===== src/rtl/spi_xcvr_pkg.sv =====
package spi_xcvr_pkg;
    localparam int unsigned BYTE_W = 8;

    localparam logic [1:0] A_CTRL = 2'd0;
    localparam logic [1:0] A_STAT = 2'd1;
    localparam logic [1:0] A_DATA = 2'd2;
    localparam logic [1:0] A_SSEL = 2'd3;

    typedef struct packed {
        logic [1:0] spare;
        logic [1:0] rate;
        logic       cpha;
        logic       cpol;
        logic       mstr;
        logic       en;
    } ctrl_t;
endpackage


===== src/rtl/spi_xcvr_sync.sv =====
module spi_xcvr_sync #(
    parameter int              W       = 3,
    parameter logic [W-1:0]    RST_VAL = '0
) (
    input  logic         clk,
    input  logic         rst_n,
    input  logic [W-1:0] d,
    output logic [W-1:0] q
);
    logic [W-1:0] s1_d, s1_q, s2_d, s2_q;

    always_comb begin
        s1_d = d;
        s2_d = s1_q;
    end

    always_ff @(posedge clk or negedge rst_n) begin
        if (!rst_n) begin
            s1_q <= RST_VAL;
            s2_q <= RST_VAL;
        end else begin
            s1_q <= s1_d;
            s2_q <= s2_d;
        end
    end

    assign q = s2_q;
endmodule


===== src/rtl/spi_xcvr_rate.sv =====
module spi_xcvr_rate #(
    parameter int RATE_W   = 2,
    parameter int BASE_LOG = 1
) (
    input  logic              clk,
    input  logic              rst_n,
    input  logic              run,
    input  logic [RATE_W-1:0] rate,
    output logic              tick
);
    localparam int MAX_LOG = BASE_LOG + (1 << RATE_W) - 1;
    localparam int CW      = MAX_LOG + 1;

    logic [CW-1:0] cnt_d, cnt_q, limit;

    always_comb begin
        limit = (CW'(1) << (BASE_LOG + int'(rate))) - CW'(1);
        tick  = run && (cnt_q == limit);
        cnt_d = (!run || tick) ? '0 : cnt_q + CW'(1);
    end

    always_ff @(posedge clk or negedge rst_n) begin
        if (!rst_n) cnt_q <= '0;
        else        cnt_q <= cnt_d;
    end

    // the fastest rate still leaves a gap between ticks (CLK/4)
    assert_tick_gap_R4: assert property (@(posedge clk) disable iff (!rst_n)
        tick |=> !tick);
endmodule


===== src/rtl/spi_xcvr_shift.sv =====
module spi_xcvr_shift #(
    parameter int W = 8
) (
    input  logic         clk,
    input  logic         rst_n,
    input  logic         load,
    input  logic [W-1:0] load_data,
    input  logic         lead,
    input  logic         trail,
    input  logic         cpha,
    input  logic         din,
    input  logic         abort,
    output logic         dout,
    output logic         done,
    output logic [W-1:0] rx_data
);
    localparam int CNT_W = $clog2(W);

    typedef struct packed {
        logic [W-1:0]     sr;
        logic [W-1:0]     rx;
        logic [CNT_W-1:0] cnt;
        logic             smp;
        logic             out;
    } sh_t;

    sh_t sh_d, sh_q;

    always_comb begin
        sh_d = sh_q;
        done = 1'b0;
        if (abort) begin
            sh_d.cnt = '0;
        end else if (load) begin
            sh_d.sr  = load_data;
            sh_d.out = load_data[W-1];
            sh_d.cnt = '0;
        end else begin
            if (lead) begin
                if (!cpha) sh_d.smp = din;
                else       sh_d.out = sh_q.sr[W-1];
            end
            if (trail) begin
                sh_d.sr = {sh_q.sr[W-2:0], (cpha ? din : sh_q.smp)};
                if (!cpha) sh_d.out = sh_q.sr[W-2];
                if (sh_q.cnt == CNT_W'(W-1)) begin
                    done      = 1'b1;
                    sh_d.cnt  = '0;
                    sh_d.rx   = sh_d.sr;
                end else begin
                    sh_d.cnt = sh_q.cnt + CNT_W'(1);
                end
            end
        end
    end

    always_ff @(posedge clk or negedge rst_n) begin
        if (!rst_n) sh_q <= '0;
        else        sh_q <= sh_d;
    end

    assign dout    = sh_q.out;
    assign rx_data = sh_q.rx;

    // a load presents the MSB on the serial output on the next cycle
    assert_load_msb_R2: assert property (@(posedge clk) disable iff (!rst_n)
        (load && !abort) |=> (dout == $past(load_data[W-1])));
endmodule


===== src/rtl/spi_xcvr.sv =====
module spi_xcvr
    import spi_xcvr_pkg::*;
#(
    parameter int SS_W          = 8,
    parameter int RATE_BASE_LOG = 1
) (
    input  logic              clk,
    input  logic              rst_n,
    input  logic              bus_wr,
    input  logic              bus_rd,
    input  logic [1:0]        bus_addr,
    input  logic [BYTE_W-1:0] bus_wdata,
    output logic [BYTE_W-1:0] bus_rdata,
    input  logic              sck_in,
    output logic              sck_out,
    output logic              sck_oe,
    input  logic              mosi_in,
    output logic              mosi_out,
    output logic              mosi_oe,
    input  logic              miso_in,
    output logic              miso_out,
    output logic              miso_oe,
    input  logic              ss_n_in,
    output logic [SS_W-1:0]   ss_n_out
);
    typedef struct packed {
        ctrl_t           ctrl;
        logic [SS_W-1:0] ssel;
        logic            done;
        logic            wcol;
        logic            modf;
        logic            arm;
        logic            busy;
        logic            phase;
        logic            sck_prev;
    } st_t;

    st_t st_d, st_q;

    logic [2:0]        sync_q;
    logic              ss_s, sck_s, mosi_s;
    logic              is_master, is_slave, fault, sel_s;
    logic              wr_ctrl, wr_data, rd_data, rd_stat, wr_ssel;
    logic              run, tick, lead, trail, s_lead, s_trail, sck_chg;
    logic              load, abort, sh_done, sh_dout, sh_din;
    logic [BYTE_W-1:0] rx_byte;

    spi_xcvr_sync #(.W(3), .RST_VAL(3'b100)) u_sync (
        .clk   (clk),
        .rst_n (rst_n),
        .d     ({ss_n_in, sck_in, mosi_in}),
        .q     (sync_q)
    );
    assign ss_s   = sync_q[2];
    assign sck_s  = sync_q[1];
    assign mosi_s = sync_q[0];

    spi_xcvr_rate #(.RATE_W(2), .BASE_LOG(RATE_BASE_LOG)) u_rate (
        .clk   (clk),
        .rst_n (rst_n),
        .run   (run),
        .rate  (st_q.ctrl.rate),
        .tick  (tick)
    );

    spi_xcvr_shift #(.W(BYTE_W)) u_shift (
        .clk       (clk),
        .rst_n     (rst_n),
        .load      (load),
        .load_data (bus_wdata),
        .lead      (lead),
        .trail     (trail),
        .cpha      (st_q.ctrl.cpha),
        .din       (sh_din),
        .abort     (abort),
        .dout      (sh_dout),
        .done      (sh_done),
        .rx_data   (rx_byte)
    );

    always_comb begin
        is_master = st_q.ctrl.en && st_q.ctrl.mstr;
        is_slave  = st_q.ctrl.en && !st_q.ctrl.mstr;
        fault     = is_master && !ss_s;
        sel_s     = is_slave && !ss_s;

        wr_ctrl = bus_wr && (bus_addr == A_CTRL);
        wr_data = bus_wr && (bus_addr == A_DATA);
        wr_ssel = bus_wr && (bus_addr == A_SSEL);
        rd_data = bus_rd && (bus_addr == A_DATA);
        rd_stat = bus_rd && (bus_addr == A_STAT);

        run     = st_q.busy && is_master;
        sck_chg = sck_s != st_q.sck_prev;
        s_lead  = sel_s && sck_chg && (sck_s != st_q.ctrl.cpol);
        s_trail = sel_s && sck_chg && (sck_s == st_q.ctrl.cpol);
        lead    = is_master ? (tick && !st_q.phase) : s_lead;
        trail   = is_master ? (tick &&  st_q.phase) : s_trail;
        sh_din  = is_master ? miso_in : mosi_s;

        load  = wr_data && !st_q.busy;
        abort = fault ||
                (st_q.busy && (!st_q.ctrl.en || (!is_master && ss_s)));

        st_d          = st_q;
        st_d.sck_prev = sck_s;

        if (run && tick) st_d.phase = !st_q.phase;

        if (abort || sh_done) begin
            st_d.busy  = 1'b0;
            st_d.phase = 1'b0;
        end else if (load && is_master) begin
            st_d.busy  = 1'b1;
            st_d.phase = 1'b0;
        end else if (s_lead) begin
            st_d.busy  = 1'b1;
        end

        if (wr_ctrl) st_d.ctrl = ctrl_t'(bus_wdata);
        if (wr_ssel) st_d.ssel = SS_W'(bus_wdata);

        // second step of the clear sequences
        if ((wr_data || rd_data) && st_q.arm) begin
            st_d.done = 1'b0;
            st_d.wcol = 1'b0;
            st_d.arm  = 1'b0;
        end
        if (wr_ctrl && st_q.arm) begin
            st_d.modf = 1'b0;
            st_d.arm  = 1'b0;
        end
        // first step: a status read that sees a flag
        if (rd_stat && (st_q.done || st_q.wcol || st_q.modf)) st_d.arm = 1'b1;

        // new events win over clearing
        if (sh_done)              st_d.done = 1'b1;
        if (wr_data && st_q.busy) st_d.wcol = 1'b1;
        if (fault) begin
            st_d.modf      = 1'b1;
            st_d.ctrl.mstr = 1'b0;
        end
    end

    always_ff @(posedge clk or negedge rst_n) begin
        if (!rst_n) st_q <= '0;
        else        st_q <= st_d;
    end

    always_comb begin
        case (bus_addr)
            A_CTRL:  bus_rdata = st_q.ctrl;
            A_STAT:  bus_rdata = {st_q.done, st_q.wcol, 1'b0, st_q.modf,
                                  3'b000, st_q.busy};
            A_DATA:  bus_rdata = rx_byte;
            default: bus_rdata = BYTE_W'(st_q.ssel);
        endcase
    end

    assign sck_out  = st_q.ctrl.cpol ^ st_q.phase;
    assign sck_oe   = is_master && !st_q.modf;
    assign mosi_out = sh_dout;
    assign mosi_oe  = sck_oe;
    assign miso_out = sh_dout;
    assign miso_oe  = sel_s;
    assign ss_n_out = (st_q.busy && is_master) ? st_q.ssel : '1;

    // a pending fault keeps both master drivers released
    assert_drv_off_R7: assert property (@(posedge clk) disable iff (!rst_n)
        st_q.modf |-> (!sck_oe && !mosi_oe));

    // a fault always demotes the block from master
    assert_fault_demote_R7: assert property (@(posedge clk) disable iff (!rst_n)
        $rose(st_q.modf) |-> !st_q.ctrl.mstr);

    // an idle master clock rests at the programmed polarity
    assert_sck_idle_R2: assert property (@(posedge clk) disable iff (!rst_n)
        (is_master && !st_q.busy) |-> (sck_out == st_q.ctrl.cpol));

    // a colliding write never ends the transfer in flight
    assert_wcol_keeps_R6: assert property (@(posedge clk) disable iff (!rst_n)
        (wr_data && st_q.busy && !abort && !sh_done) |=> st_q.busy);

    // selects are released after every finished byte
    assert_ss_release_R9: assert property (@(posedge clk) disable iff (!rst_n)
        sh_done |=> (ss_n_out == '1));
endmodule


===== config.mk =====
export PLATFORM = sky130hd
export DESIGN_NAME = spi_xcvr
export DESIGN_NICKNAME = d
export VERILOG_FILES = /design/src/rtl/spi_xcvr_pkg.sv /design/src/rtl/spi_xcvr_sync.sv /design/src/rtl/spi_xcvr_rate.sv /design/src/rtl/spi_xcvr_shift.sv /design/src/rtl/spi_xcvr.sv
export SDC_FILE = /design/constraint.sdc
export NUM_CORES = 1
export LEC_CHECK = 0
export BUFFER_PORTS_ARGS = -buffer_cell sky130_fd_sc_hd__clkbuf_2
export CAP_MARGIN = 20
export CELL_PAD_IN_SITES_DETAIL_PLACEMENT = 1
export CELL_PAD_IN_SITES_GLOBAL_PLACEMENT = 2
export CORE_MARGIN = 2
export CORE_UTILIZATION = 39
export CTS_BUF_LIST = sky130_fd_sc_hd__clkbuf_4 sky130_fd_sc_hd__clkbuf_8
export DETAILED_ROUTE_END_ITERATION = 12
export GPL_ROUTABILITY_DRIVEN = 0
export GPL_TIMING_DRIVEN = 0
export PLACE_DENSITY = 0.92
export SLEW_MARGIN = 10
export SYNTH_ARGS = -nofsm -noshare
export SYNTH_HDL_FRONTEND = slang
export SYNTH_HIERARCHICAL = 1
export SYNTH_SLANG_ARGS = --single-unit

===== constraint.sdc =====
create_clock -name clk -period 3.35 [get_ports clk]
set_input_delay 0 -clock clk [delete_from_list [all_inputs] [get_ports clk]]
set_output_delay 0 -clock clk [all_outputs]
set_load 0.01 [all_outputs]

==> reports/metrics.yaml, run 1 <==
run_status:
  status: "finished, final reports clean"
timing:
  finClkSkew_ps: 9.85
  fmax_mhz: 317
  tightestPinTransition_ps: 761
  slew_headroom_pct: 49.2
  post-route-min-period_ps: 3160
  finalMaxSlewViolations: 0
  setup_tns_ps: 0
  finalHoldViolations: 0
  setup_viol_count_final: 0
  post-route-period-util_pct: 94.3
  rsz0062_at_grt: "false"
  layout_setup_ws_ps: 191
floorplanning:
  core-area_um2: 7290
  rows: 31
  dieWidth_um: 91.2
  dieArea_um2: 8320
  die_h_um: 91.2
  ios: 40
  start_util_pct: 40.7
routing:
  wl_per_cell_um: 17.8
  drtPass1Iterations: 4
  drtIter0Drc: 161
  wirelength_um: 7390
  post-route-drc-count: 0
  viasPerCell: 5.49
  vias: 2282
  drt.antenna.violating_nets: 0
clock_network:
  cts_buffers: 5
  insertion_delay_ps: 320
  cts_tree: "built"
  clkTransAtPathRegs_ps: 100
  root_buffer: "clkbuf_8"
  cts_max_path_buffers: 2
  cts_sinks: 55
  htree_levels: 2
layout:
  fin_cells: 416
  antenna_cells: 0
  final_area_um2: 3580
  ff_latch_area_um2: 1380
  fin_util_pct: 49.1
  drive_gt1_share_pct: 37.5
  multi_input_area_um2: 1410
  syn2layout_area_growth_pct: 20.7
  num-nets-final: 337
  fillers: 836
run:
  cap_violations: 0
setup_path:
  worstPathArrival_ps: 3360
  crit_path_end_kind: "register"
  required_ps: 3560
  critPathKind: "reg2reg"
  crit_fanout: 10
  startpoint_type: "register"
synthesis:
  synth_warnings: 6
  synth_top_area_cell: "dfrtp_1"
  synth_area_leaders: "dfrtp_1 (45%), mux2_2 (10%), buf_4 (3.5%)"
  seq_area_frac_synth_pct: 46.5
  synth_edf_count: 0
  syn-cell-area_um2: 2970
  synth_area_per_cell_um2: 11.5
  netlist.area_leader.share_pct: 44.7
  syn_nets: 279
  synth_ff_type: "dfrtp_1"
  synth-seq-cells: 55
  synth-async-reset-ratio_pct: 100
  netlist_instances: 258
  ys_types: 50
place:
  dpl_cell_area_um2: 3280
  portBuffers: 37
  pre_cts_ws_ps: -501
  dp_hpwl_um: 5280
  dp_cells: 394
power_and_ir_drop:
  switching_power_mw: 0.662
  power_frac_comb_pct: 28.4
  clockPowerShare_pct: 25.4
  p_int_mw: 1.41
  cellLeakagePower_nw: 1.59
  p_sw_share_pct: 32.0
  ir_drop_uv: 244
  seq_power_share_pct: 46.3
  powerDensity_nw_per_um2: 577
grt:
  antenna_found_initial: 0
  overflow: 0
  grt_max_degree: 56
  grtUsageTotal_pct: 19.4
  grt_pass1_vias: 2465
  grt_pass1_wl_um: 12700
min_path:
  hold_path_class: "in2reg"
## cells in the mapped netlist, types with 2 or more instances
cell,instances
nor2_1,8
mux4_1,4
ha_1,3
nor3_1,4
a2bb2oi_1,6
buf_6,3
nand3_1,9
nand2_1,13
nor3b_1,4
o21ai_0,16
inv_1,5
a21o_1,3
buf_4,14
buf_2,4
or2_2,9
o21ai_1,3
xor2_1,3
a22oi_1,11
dfrtp_1,53
nand3b_1,2
clkinv_1,2
nor2b_1,6
clkbuf_1,2
nand2b_1,2
and3b_1,3
or3_1,2
mux2_2,27
a21boi_0,2
a311oi_1,3
dfstp_2,2
mux2i_1,8
a31oi_1,4
## state kept, by name (all words and copies together), names as in the netlist
| name | count |
|---|---|
| u_sync/q | 3 |
| u_rate/cnt_q | 5 |
| u_shift/dout | 1 |
| st_q | 23 |
| u_shift/rx_data | 8 |
| u_shift/sh_q | 12 |
| u_sync/s1_q | 3 |
## final cells by class
| cell class | instances | share of cell area, % |
|---|---|---|
| Buffer | 23 | 4.72 |
| Tap cell | 99 | 3.46 |
| Sequential cell | 55 | 38.5 |
| Clock buffer | 6 | 2.13 |
| Clock inverter | 2 | 1.68 |
| Timing Repair Buffer | 51 | 9.29 |
| Multi-Input combinational cell | 173 | 39.4 |
| Inverter | 7 | 0.769 |
## timing repair
action / in CTS / in global routing
hold endpoints to repair: 74 / 0
resized for setup: 4 / 3
endpoints found under the setup margin: 23 / 17
hold buffers: 11 / 0
setup buffers: 3 / 0
pin swaps: 1 / 0
## logic make-up (layout without fill, tap and decap cells)
kind of cell	Yosys count	after routing	synth area share [%]
compound gates	55	55	12.9
xor+xnor	4	4	1.18
fa+ha+maj	3	3	1.27
buf+inv	30	89	6.50
flops	55	55	46.5
mux	39	39	16.5
simple gates	72	72	15.1
## final timing paths
path	slack (ps)	depth (start not counted)	start	end
max reg2reg	190	12	st_q[16]	u_shift/rx_data[7]
min reg2reg	360	0	u_sync/s1_q[0]	u_sync/q[0]
min in group asynchronous	320	2	rst_n	u_sync/q[1]
max in group asynchronous	2510	2	rst_n	st_q[2]
max	190	12	st_q[16]	u_shift/rx_data[7]
min	20	3	bus_wdata[7]	u_shift/sh_q[20]
## layout by cell type, fill, tap and decap left out, types with 4 or more instances in the layout
cell type	synthesis	final
nor2_1	8	8
a22oi_1	11	11
mux2_2	27	27
mux2i_1	8	8
buf_4	14	16
clkbuf_8	0	5
a31oi_1	4	4
inv_1	5	5
nand3_1	9	8
dlygate4sd3_1	0	11
mux4_1	4	4
clkbuf_2	0	36
o21ai_0	16	16
dfrtp_1	53	52
nor3b_1	4	4
a2bb2oi_1	6	6
nand2_1	13	13
nor2b_1	6	6
or2_2	9	9
nor3_1	4	4
## layer usage
layer  part of all wire (%)  up-vias  global-route usage, %
li1                       -     1066                      -
met1                     45     1158                   25.3
met2                     49       46                   32.2
met3                    3.5       12                   2.74
met4                    2.3        0                   8.08
met5                      0        -                      0
## power by group through the flow
stage	clock network [mW]	logic, mW	registers, mW
2_1_floorplan	0	0.409	0.912
3_3_place_gp	0	0.546	0.953
3_5_place_dp	0	0.568	0.963
4_1_cts	0.535	0.585	0.951
5_1_grt	0.559	0.657	0.982
6_report	0.525	0.586	0.956
## per-stage QoR
step,hold slack [ps],total power [mW]
2_1_floorplan,-296,1.32
3_3_place_gp,88.9,1.50
3_5_place_dp,91.8,1.53
5_1_grt,27.1,2.20
6_report,17.6,2.07
4_1_cts,12.0,2.07
## critical path, cell delays in order (launching register included)
cell and delay (ps):
dfrtp_1 370, buf_6 150, nand3_4 130, inv_1 110, clkinv_1 140, or4b_4 550, a21oi_2 280, nand3_1 150
a21boi_2 270, nand2_1 130, nor3_4 260, buf_12 160, mux2_2 330
Power figures use the tool's default switching activity.
==> inputs of run 2 (changes only) <==
--- a/config.mk
+++ b/config.mk
@@ -10,12 +10,12 @@
 export CELL_PAD_IN_SITES_DETAIL_PLACEMENT = 1
 export CELL_PAD_IN_SITES_GLOBAL_PLACEMENT = 2
 export CORE_MARGIN = 2
-export CORE_UTILIZATION = 39
+export CORE_UTILIZATION = 43
 export CTS_BUF_LIST = sky130_fd_sc_hd__clkbuf_4 sky130_fd_sc_hd__clkbuf_8
 export DETAILED_ROUTE_END_ITERATION = 12
 export GPL_ROUTABILITY_DRIVEN = 0
 export GPL_TIMING_DRIVEN = 0
-export PLACE_DENSITY = 0.92
+export PLACE_DENSITY = 0.95
 export SLEW_MARGIN = 10
 export SYNTH_ARGS = -nofsm -noshare
 export SYNTH_HDL_FRONTEND = slang
==> constraint.sdc (replaced) <==
create_clock -name clk -period 3.7 [get_ports clk]
set_input_delay 0 -clock clk [delete_from_list [all_inputs] [get_ports clk]]
set_output_delay 0 -clock clk [all_outputs]
set_load 0.01 [all_outputs]
==> reports/metrics.yaml, run 2 (synthesis gave the netlist of run 1 again) <==
grt:
  grt_pass1_wl_um: 12300
  grt_max_degree: 56
  antenna_found_initial: 0
  grt_pass1_vias: 2389
  overflow: 0
  grtUsageTotal_pct: 21.2
timing:
  setup_tns_ps: 0
  finalMaxSlewViolations: 0
  setup_viol_count_final: 0
  fmax_mhz: 291
  finClkSkew_ps: 10.6
  rsz0062_at_grt: "false"
  post-route-period-util_pct: 92.9
  post-route-min-period_ps: 3440
  tightestPinTransition_ps: 785
  finalHoldViolations: 0
  slew_headroom_pct: 47.7
clock_network:
  cts_buffers: 5
  clkTransAtPathRegs_ps: 90
  cts_sinks: 55
  cts_tree: "built"
  root_buffer: "clkbuf_8"
  htree_levels: 2
  insertion_delay_ps: 310
  cts_max_path_buffers: 2
setup_path:
  critPathKind: "reg2reg"
  crit_slowest_cell: "or4b_4"
  required_ps: 3900
  path_depth: 11
  reg2reg_depth: 11
  cp-startpoint: "st_q[2]"
  startpoint_type: "register"
  critPathMaxStageDelay_ps: 550
  path_cells: "nand3_2 > inv_1 > clkinv_1 > or4b_4 > a21oi_2 > nand3_1 > a21boi_1 > nand2_1 > nor3_4 > buf_4 > mux2_2"
  crit_path_end_kind: "register"
  crit_buf_inv: 3
  cp-endpoint: "u_shift/rx_data[7]"
  rrSetupSlack_ps: 260
  r2r_start: "st_q[2]"
  r2r-end: "u_shift/rx_data[7]"
  worstPathArrival_ps: 3630
  crit_fanout: 9
  crit_family: "simple AND/OR/NAND/NOR gates"
floorplanning:
  ios: 40
  dieArea_um2: 7580
  rows: 30
  core-area_um2: 6720
  die_h_um: 87.1
  start_util_pct: 44.2
  dieWidth_um: 87.1
routing:
  vias: 2257
  wirelength_um: 7560
  viasPerCell: 5.70
  drtPass1Iterations: 4
  drtIter0Drc: 113
  wl_per_cell_um: 19.1
  post-route-drc-count: 0
  drt.antenna.violating_nets: 0
layout:
  fin_cells: 396
  num-nets-final: 336
  final_cell_mix: "dfrtp_1 (53), clkbuf_2 (36), mux2_2 (27), buf_4 (17), o21ai_0 (16)"
  layout_commonest_cell: "dfrtp_1"
  antenna_cells: 0
  drive_gt1_share_pct: 37.0
  final_area_um2: 3520
  syn2layout_area_growth_pct: 18.7
  largest_register_ffs: 23
  top_register: "st_q"
place:
  portBuffers: 37
  dp_cells: 375
  dpl_cell_area_um2: 3250
  dp_hpwl_um: 5320
power_and_ir_drop:
  cellLeakagePower_nw: 1.59
  powerDensity_nw_per_um2: 529
  ir_drop_uv: 212
  total_power_mw: 1.86
min_path:
  hold_path_class: "in2reg"
run:
  cap_violations: 0
run_status:
  status: "finished, final reports clean"
run 2: metrics by stage:
step / util [%] / setup WS [ps] / hold WS (ps)
6_report: 52.4 / 263 / 16.8
3_3_place_gp: 48.4 / -14.4 / 87.8
4_1_cts: 52.3 / 117 / 14.2
3_5_place_dp: 48.4 / -170 / 91.6
2_1_floorplan: - / 821 / -296
5_1_grt: 52.4 / 70.9 / 16.6
run 2: where the power goes:
| part | leakage [nW] | switching (mW) | internal, mW |
|---|---|---|---|
| clock | 0.0688 | 0.196 | 0.278 |
| combinational | 0.837 | 0.255 | 0.266 |
| sequential | 0.681 | 0.142 | 0.725 |
run 2: layer usage:
layer / vias up / track usage [%] / wire length, µm
met2: 36 / 36.4 / 3840
met4: 0 / 5.82 / 59
li1: 1057 / - / -
met3: 5 / 2.65 / 221
met5: - / 0 / 0
met1: 1159 / 28.0 / 3440
run 2: area by class of cell:
class                           instances  area, µm²
Buffer                                 23        166
Timing Repair Buffer                   50        310
Tap cell                               80        100
Sequential cell                        55       1380
Clock inverter                          2       60.1
Multi-Input combinational cell        173       1400
Inverter                                7       30.0
Fill cell                             750       3200
Clock buffer                            6       76.3
run 2: worst reg2reg max path, cell delays in order (launching register included):
cell	delay [ps]
dfrtp_1	500
nand3_2	280
inv_1	150
clkinv_1	160
or4b_4	550
a21oi_2	270
nand3_1	120
a21boi_1	340
nand2_1	170
nor3_4	230
buf_4	190
mux2_2	360
run 2: worst min path at each step:
stage / start / end / depth (start not counted)
after global routing: bus_wdata[1] / st_q[8] / 2
final: bus_wdata[1] / st_q[8] / 2
after detailed placement: ss_n_in / u_sync/s1_q[2] / 1
after global placement: ss_n_in / u_sync/s1_q[2] / 1
after floorplan: rst_n / st_q[0] / 0
after CTS: bus_wdata[1] / st_q[8] / 2
run 2: timing repair:
action,CTS,global route
resized for setup,1,2
pin swaps,1,0
setup endpoints to repair,10,14
hold buffers,10,0
buffers inserted,3,0
endpoints found under the hold margin,72,0
==> inputs of run 3 (changes only) <==
--- a/config.mk
+++ b/config.mk
@@ -7,7 +7,7 @@
 export LEC_CHECK = 0
 export BUFFER_PORTS_ARGS = -buffer_cell sky130_fd_sc_hd__clkbuf_2
 export CAP_MARGIN = 20
-export CELL_PAD_IN_SITES_DETAIL_PLACEMENT = 1
+export CELL_PAD_IN_SITES_DETAIL_PLACEMENT = 0
 export CELL_PAD_IN_SITES_GLOBAL_PLACEMENT = 2
 export CORE_MARGIN = 2
 export CORE_UTILIZATION = 43
==> reports/metrics.yaml, run 3 (synthesis gave the netlist of run 1 again) <==
layout:
  layout_commonest_cell: "dfrtp_1"
  fin_cells: 396
  num-nets-final: 336
  drive_gt1_share_pct: 36.4
  final_area_um2: 3500
  antenna_cells: 0
  syn2layout_area_growth_pct: 17.8
  largest_register_ffs: 23
  final_cell_mix: "dfrtp_1 (53), clkbuf_2 (36), mux2_2 (27), o21ai_0 (16), buf_4 (15)"
  top_register: "st_q"
place:
  dpl_cell_area_um2: 3250
  portBuffers: 37
  dp_hpwl_um: 4630
  pre_cts_ws_ps: -123
  dp_cells: 375
timing:
  setup_viol_count_final: 0
  post-route-period-util_pct: 91.7
  post-route-min-period_ps: 3390
  rsz0062_at_grt: "false"
  finalHoldViolations: 0
  fmax_mhz: 295
  layout_setup_ws_ps: 308
  finalMaxSlewViolations: 0
  finClkSkew_ps: 6.78
  tightestPinTransition_ps: 769
  slew_headroom_pct: 48.7
  setup_tns_ps: 0
setup_path:
  crit_slowest_cell: "or4b_4"
  worstPathArrival_ps: 3570
  crit_path_end_kind: "register"
  critPathMaxStageDelay_ps: 540
  path_cells: "nand3_2 > inv_1 > clkinv_1 > or4b_4 > a21oi_2 > nand3_1 > a21boi_1 > buf_2 > clkinv_1 > a22oi_1 > o21ai_0"
  reg2reg_depth: 11
  cp_common_cell: "clkinv_1"
  startpoint_type: "register"
  crit_fanout: 10
  required_ps: 3880
  critPathKind: "reg2reg"
grt:
  antenna_found_initial: 0
  grt_max_degree: 56
  grt_pass1_vias: 2114
  grtUsageTotal_pct: 18.9
  grt_pass1_wl_um: 11100
  overflow: 0
routing:
  vias: 2174
  drtPass1Iterations: 4
  drt.antenna.violating_nets: 0
  wl_per_cell_um: 16.8
  post-route-drc-count: 0
  viasPerCell: 5.49
  drtIter0Drc: 98
  wirelength_um: 6660
run:
  cap_violations: 0
floorplanning:
  ios: 40
  dieWidth_um: 87.1
  core-area_um2: 6720
  dieArea_um2: 7580
  die_h_um: 87.1
  start_util_pct: 44.2
  rows: 30
power_and_ir_drop:
  total_power_mw: 1.72
  p_sw_share_pct: 33.6
  switching_power_mw: 0.579
  ir_drop_uv: 292
  powerDensity_nw_per_um2: 493
  cellLeakagePower_nw: 1.57
  p_int_mw: 1.14
  clockPowerShare_pct: 20.7
  power_frac_comb_pct: 29.4
  seq_power_share_pct: 49.9
clock_network:
  root_buffer: "clkbuf_8"
  cts_tree: "built"
  cts_sinks: 55
  cts_max_path_buffers: 2
  clkTransAtPathRegs_ps: 100
  htree_levels: 2
  cts_buffers: 5
  insertion_delay_ps: 310
min_path:
  holdPathStages: 4
  hold_path_class: "in2reg"
run_status:
  status: "finished, final reports clean"
[run 3: changes by cell type in the layout (fill, tap and decap cells not counted)]
| cell | change |
|---|---|
| buf_12 | +1 |
| buf_4 | -2 |
| bufinv_16 | -2 |
| clkbuf_4 | -1 |
| clkbuf_8 | +1 |
| clkinv_1 | +1 |
| clkinv_4 | +1 |
| dlygate4sd3_1 | +1 |
[run 3: worst paths after layout]
kind                           startpoint                to  slack, ps
setup reg to reg                  st_q[2]  u_shift/sh_q[20]        310
max in group asynchronous           rst_n           st_q[2]       2880
hold reg to reg            u_sync/s1_q[1]       u_sync/q[1]        360
setup / recovery                  st_q[2]  u_shift/sh_q[20]        310
min in group asynchronous           rst_n    u_sync/s1_q[1]        310
hold / removal                     bus_rd           st_q[3]         10
[run 3: area by class of cell]
cell class                 count  area, µm²
sequential                    55       1380
fill                         606       3220
timing repair buffer          50        325
buffer                        23        166
inverter                       7       26.3
tap                           80        100
clock buffer                   6       82.6
multi-input combinational    173       1400
clock inverter                 2       16.3
[run 3: power by group through the flow]
stage / Combinational [mW] / Sequential [mW] / Clock [mW]
floorplan: 0.371 / 0.826 / 0
global route: 0.569 / 0.880 / 0.395
global placement: 0.490 / 0.864 / 0
finish: 0.507 / 0.860 / 0.356
detailed placement: 0.498 / 0.870 / 0
CTS: 0.510 / 0.858 / 0.365
[run 3: what timing repair did]
item / 4_1_cts / 5_1_grt
hold buffers: 11 / 0
hold endpoints to repair: 76 / 0
buffers inserted: 2 / 0
setup endpoints to repair: 8 / 19
pin swaps: 1 / 0
resized for setup: 0 / 2
[run 3: per-layer routing]
layer / vias to the layer above / routed length, µm / GRT usage [%] / part of all wire [%]
met5: - / 0 / 0 / 0
li1: 1049 / - / - / -
met2: 51 / 3110 / 29.7 / 47
met3: 7 / 273 / 3.03 / 4.1
met4: 0 / 63 / 3.98 / 0.95
met1: 1067 / 3210 / 27.6 / 48
[run 3: worst max-delay path: cells and delay by family (launching register included)]
family / cells / cell delay, ps
AO/OA/AOI/OAI: 4 / 940
buffers and inverters: 4 / 890
AND/OR/NAND/NOR: 3 / 920
flip-flops: 1 / 500
[run 3: stage by stage]
| stage | hold slack, ps | util (%) |
|---|---|---|
| after floorplan | -296 | - |
| after global placement | 87.8 | 48.4 |
| after global routing | 26.8 | 52.0 |
| final | 13.3 | 52.0 |
| after CTS | 5.87 | 52.0 |
| after detailed placement | 94.2 | 48.4 |
